`src/rtl/bankwin_pkg.sv`:
```
package bankwin_pkg;
  localparam int SLOT_W = 3;
  localparam logic [SLOT_W-1:0] SEL_SLOT = 3'd7;  // offset 0xE
  localparam logic [SLOT_W-1:0] REV_SLOT = 3'd5;  // offset 0xA
  localparam int REV_BANK = 3;
  localparam logic [7:0] SIG_BYTE = 8'h33;

  typedef struct packed {
    logic              wr;
    logic              rd;
    logic [SLOT_W-1:0] slot;
  } host_op_t;
endpackage

```
`src/rtl/bankwin_select.sv`:
```
module bankwin_select #(
  parameter int BANK_W = 3
) (
  input  logic              clk,
  input  logic              rst,
  input  logic              wr_hit,
  input  logic [BANK_W-1:0] wbank,
  output logic [BANK_W-1:0] bank_q
);
  always_ff @(posedge clk) begin
    if (rst)         bank_q <= '0;
    else if (wr_hit) bank_q <= wbank;
  end

  assert_bank_load_R2: assert property (@(posedge clk) disable iff (rst)
    wr_hit |=> bank_q == $past(wbank));
  assert_bank_hold_R2: assert property (@(posedge clk) disable iff (rst)
    !wr_hit |=> $stable(bank_q));
endmodule

```
`src/rtl/bankwin_store.sv`:
```
module bankwin_store #(
  parameter int DATA_W = 16,
  parameter int SLOTS  = 7,
  parameter bit HAS_RO = 1'b0,
  parameter int RO_IDX = 5
) (
  input  logic                    clk,
  input  logic                    rst,
  input  logic                    we,
  input  logic [2:0]              slot,
  input  logic [DATA_W-1:0]       wdata,
  output logic [SLOTS*DATA_W-1:0] q
);
  for (genvar s = 0; s < SLOTS; s++) begin : g_slot
    if (HAS_RO && s == RO_IDX) begin : g_ro
      assign q[s*DATA_W +: DATA_W] = '0;
    end else begin : g_rw
      logic [DATA_W-1:0] word_q;
      always_ff @(posedge clk) begin
        if (rst)                       word_q <= '0;
        else if (we && slot == 3'(s))  word_q <= wdata;
      end
      assign q[s*DATA_W +: DATA_W] = word_q;
    end
  end

  assert_store_hold_R5: assert property (@(posedge clk) disable iff (rst)
    !we |=> $stable(q));
endmodule

```
`src/rtl/banked_regwin.sv`:
```
module banked_regwin
  import bankwin_pkg::*;
#(
  parameter int         DATA_W    = 16,
  parameter int         ADDR_W    = 4,
  parameter int         BANK_W    = 3,
  parameter int         NUM_BANKS = 4,
  parameter int         SLOTS     = 7,
  parameter logic [7:0] REV_CODE  = 8'h91
) (
  input  logic                              clk,
  input  logic                              rst,
  input  logic                              wr_en,
  input  logic                              rd_en,
  input  logic [ADDR_W-1:0]                 addr,
  input  logic [DATA_W-1:0]                 wdata,
  output logic [DATA_W-1:0]                 rdata,
  output logic [BANK_W-1:0]                 bank_sel,
  output logic [47:0]                       station_addr,
  output logic [NUM_BANKS*SLOTS*DATA_W-1:0] regs_flat
);
  localparam int BIDX_W = (NUM_BANKS > 1) ? $clog2(NUM_BANKS) : 1;
  localparam logic [BANK_W:0] NB_EXT = (BANK_W+1)'(NUM_BANKS);

  host_op_t op;
  assign op.wr   = wr_en;
  assign op.rd   = rd_en;
  assign op.slot = addr[3:1];

  logic is_sel, bank_ok;
  assign is_sel  = (op.slot == SEL_SLOT);
  assign bank_ok = ({1'b0, bank_sel} < NB_EXT);

  bankwin_select #(.BANK_W(BANK_W)) u_sel (
    .clk(clk), .rst(rst),
    .wr_hit(op.wr && is_sel),
    .wbank(wdata[BANK_W-1:0]),
    .bank_q(bank_sel)
  );

  logic [DATA_W-1:0] words [NUM_BANKS][SLOTS];

  for (genvar b = 0; b < NUM_BANKS; b++) begin : g_bank
    logic [SLOTS*DATA_W-1:0] bq;
    bankwin_store #(
      .DATA_W(DATA_W), .SLOTS(SLOTS),
      .HAS_RO(b == REV_BANK), .RO_IDX(int'(REV_SLOT))
    ) u_store (
      .clk(clk), .rst(rst),
      .we(op.wr && !is_sel && bank_sel == BANK_W'(b)),
      .slot(op.slot), .wdata(wdata), .q(bq)
    );
    assign regs_flat[b*SLOTS*DATA_W +: SLOTS*DATA_W] = bq;
    for (genvar s = 0; s < SLOTS; s++) begin : g_unpack
      assign words[b][s] = bq[s*DATA_W +: DATA_W];
    end
  end

  assign station_addr = {words[1][4], words[1][3], words[1][2]};

  logic [DATA_W-1:0] rd_next;
  always_comb begin
    rd_next = '0;
    if (is_sel)
      rd_next = {SIG_BYTE, {(DATA_W-8-BANK_W){1'b0}}, bank_sel};
    else if (bank_ok) begin
      if (int'(bank_sel) == REV_BANK && op.slot == REV_SLOT)
        rd_next = {SIG_BYTE, REV_CODE};
      else
        rd_next = words[bank_sel[BIDX_W-1:0]][op.slot];
    end
  end

  always_ff @(posedge clk) begin
    if (rst)        rdata <= '0;
    else if (op.rd) rdata <= rd_next;
  end

  assert_sig_byte_R3: assert property (@(posedge clk) disable iff (rst)
    (rd_en && addr[3:1] == 3'd7) |=> rdata[15:8] == 8'h33);
  assert_rev_read_R6: assert property (@(posedge clk) disable iff (rst)
    (rd_en && addr[3:1] == 3'd5 && bank_sel == 3'd3) |=> rdata == {8'h33, REV_CODE});
  assert_undef_read_R8: assert property (@(posedge clk) disable iff (rst)
    (rd_en && !bank_ok && addr[3:1] != 3'd7) |=> rdata == '0);
  assert_undef_write_R8: assert property (@(posedge clk) disable iff (rst)
    (wr_en && !bank_ok && addr[3:1] != 3'd7) |=> $stable(regs_flat));
  assert_read_hold_R9: assert property (@(posedge clk) disable iff (rst)
    !rd_en |=> $stable(rdata));
endmodule

```
`config.mk`:
```
export PLATFORM = sky130hd
export DESIGN_NAME = banked_regwin
export DESIGN_NICKNAME = d
export VERILOG_FILES = /design/src/rtl/bankwin_pkg.sv /design/src/rtl/bankwin_select.sv /design/src/rtl/bankwin_store.sv /design/src/rtl/banked_regwin.sv
export SDC_FILE = /design/constraint.sdc
export NUM_CORES = 1
export LEC_CHECK = 0
export BUFFER_PORTS_ARGS = -buffer_cell sky130_fd_sc_hd__buf_2
export CAP_MARGIN = 10
export CORE_MARGIN = 4
export CORE_UTILIZATION = 40
export CTS_CLUSTER_SIZE = 28
export DETAILED_ROUTE_END_ITERATION = 16
export PLACE_DENSITY = 0.75
export SLEW_MARGIN = 5
export SYNTH_ARGS = -nofsm -noshare
export SYNTH_HDL_FRONTEND = slang
export SYNTH_HIERARCHICAL = 1
export SYNTH_SLANG_ARGS = --single-unit
```
`constraint.sdc`:
```
create_clock -name clk -period 3.8 [get_ports clk]
set_input_delay 0.38 -clock clk [delete_from_list [all_inputs] [get_ports clk]]
set_output_delay 0.38 -clock clk [all_outputs]
set_load 0.01 [all_outputs]
```
==> metrics.txt <==
asr flop ratio synth 0; count leader, synth nand2b_1; r2r worst-path depth 5; r2r startpoint u_sel/bank_q[1]$_SDFFE_PP0P_; Core Region 0.0539 mm²; syn_area_per_cell 11.3 µm²; Die H 242 µm; simple-gate share of the synthesized area 0.180; die outline width 242 µm; Final TNS setup 0 ps; Post-DP HPWL 63700 µm; mux contribution to synthesized area 0.329; Post-Synth Adder-Cell Area 0; area leader, netlist dfxtp_1; status complete, no violations; layout cell share with drive strength beyond 1 0.318; final wirelength 86000 µm; FMAX 0.356 GHz; vias 17200; Total GRT Usage 0.281; DR DRC count 0; RSZ-0062 raised after global routing no; initial DRC count 1440; #FFs+latches synth 451; hold_buf cts 0; # Post-CTS Setup Buffers 0; global-route wire length before repair 123000 µm; WL per Instance 27.8 µm; DRT Pass-1 Iters 5; Pwr Density 403 mW/mm²; largest family of logic cells by synthesized area multiplexers; Post-synth top cells nand2b_1 (497), mux2i_1 (493), dfxtp_1 (451); CP startpoint kind flip-flop; Synth cell types 46; R2R setup slack 990 ps; number of synthesized flops with an enable pin 0; dpl ws 781 ps; CP max FO 51; largest net degree at the start of global routing 132; Leakage 13.1 nW; die area 0.0584 mm²; reg2reg end rdata[3]$_SDFFE_PP0P_; max-slew violation count 0; Num CTS Buffers 49; post-route non-filler standard cell count 3097; Tmin final 2810 ps; CP endpoint kind flip-flop; Endpoint, Worst Hold u_sel/bank_q[1]$_SDFFE_PP0P_; Placer Congestion 0.931; clock latency on the worst-skew pair 580 ps; Clock transition at path regs 60 ps; Clock Tree Root clkbuf_16; clock sinks 451; Placed Cells 3004; final setup vio count 0; worst slew pin tran 1020 ps; Cell Area, Synth 0.0219 mm²; fin util 0.487; Synth Area in XOR/XNOR 0; I/O pin count 539; Max Clock Skew 14.9 ps; sequential fraction of the synthesis area 0.413; Routed Antenna Nets 0; worst setup margin 991 ps; Max VDD drop 0.282 mV; WS Path Type reg -> reg; cts repair resizes 0; initial antenna violation count 2; Layout Nets 2383; Via density 5.55; grt total ovfl 0; final hold vios 0; prevailing post-synth register cell dfxtp_1; yosys warns 6; Worst EP arrival 3270 ps; Final period util 0.739; max_slew headroom 0.320; Synth Instances 1938; fillers 4854; hold_sp wdata[1]; # port buffers 521; Initial Utilization 0.405; CTS tree done; worst hold stages 3; Hold Crit Class in -> reg; Max-Cap Viols 0; worst path required time 4260 ps; H-Tree Level Count 2; Area growth, synth to finish 20.2%; clock buffer depth 3; ranking of synthesized cells by area dfxtp_1 (41%), mux2i_1 (23%), nand2b_1 (14%), mux4_2 (10%), buf_4 (2.6%); row count 85; Synth top area share 0.413; Synth Area in Compound Gates 0.0175; vias in the first global route 17200
==> area by class of cell <==
class	count	area (µm²)	area share
Timing Repair Buffer	567	3030	0.115
Sequential cell	451	9040	0.344
Antenna cell	4	10.0	0.000381
Tap cell	696	871	0.0332
Multi-Input combinational cell	1287	11600	0.441
Clock buffer	67	1410	0.0538
Clock inverter	22	317	0.0121
Inverter	3	11.3	0.000429
==> flip-flops by register name, indices dropped and copies added, names as in the netlist <==
name                               cells
u_sel/bank_q                           3
g_bank.u_store/g_slot.g_rw.word_q    432
rdata                                 16
==> layout by cell type, fill, tap and decap left out, drive strengths merged, types with 3 or more instances in the layout <==
cell type	n
and4bb	4
nand3b	4
and3	5
o21ai	4
clkbuf	67
dfxtp	451
nand3	6
mux4	100
mux2i	493
nor4b	4
clkinv	10
a22oi	6
diode	4
bufinv	7
buf	567
or4	3
a31oi	3
a21oi	4
nand2b	497
nand2	7
nor2b	16
conb	16
nor3	9
o22ai	18
nor2	33
o221ai	4
or4b	4
nand4bb	9
inv	6
a2111o	7
nand4b	12
and2	4
==> worst max path at each step <==
stage	from	to	slack, ps	cells past startpoint
floorplan	u_sel/bank_q[1]$_SDFFE_PP0P_	g_bank[2].u_store/g_slot[0].g_rw.word_q[10]$_SDFFE_PP0P_	1300	9
global placement	addr[1]	g_bank[1].u_store/g_slot[2].g_rw.word_q[14]$_SDFFE_PP0P_	830	9
detailed placement	addr[1]	g_bank[1].u_store/g_slot[2].g_rw.word_q[10]$_SDFFE_PP0P_	780	9
CTS	u_sel/bank_q[1]$_SDFFE_PP0P_	rdata[6]$_SDFFE_PP0P_	1060	5
global route	u_sel/bank_q[1]$_SDFFE_PP0P_	rdata[5]$_SDFFE_PP0P_	870	5
finish	u_sel/bank_q[1]$_SDFFE_PP0P_	rdata[3]$_SDFFE_PP0P_	990	5
==> metal layers <==
layer	vias to the layer above	track usage	wire [µm]
li1	7572	-	-
met5	-	0	0
met3	163	0.0665	7270
met2	802	0.430	37700
met1	8665	0.390	38000
met4	0	0.101	3070
==> cell families after synthesis <==
logic type      count (synthesis)
simple gates                  625
mux                           594
flops                         451
buf+inv                       215
compound gates                 52
other cells                     1
==> stage by stage <==
| stage | total power, W | hold slack, ps | instance area [µm²] |
|---|---|---|---|
| 3_5_place_dp | 0.00556 | 434 | 24500 |
| 6_report | 0.0106 | 116 | 26300 |
| 5_1_grt | 0.0109 | 108 | 26300 |
| 3_3_place_gp | 0.00555 | 440 | 24500 |
| 2_1_floorplan | 0.00530 | 452 | 21900 |
| 4_1_cts | 0.0107 | 72.1 | 26300 |
==> critical path, cell delays in order, from the launching register on <==
cell	delay, ps
dfxtp_4	950
buf_4	430
mux4_2	340
mux2i_1	450
o22ai_1	140
a2111o_1	300
==> power by group <==
group          internal (W)  leakage, nW  switching, W  total [W]
clock network       0.00309        0.855       0.00204    0.00513
logic              0.000242         8.65      0.000431   0.000673
registers           0.00476         3.64     0.0000361    0.00480
total               0.00809         13.1       0.00250     0.0106
Power figures use the tool's default switching activity.
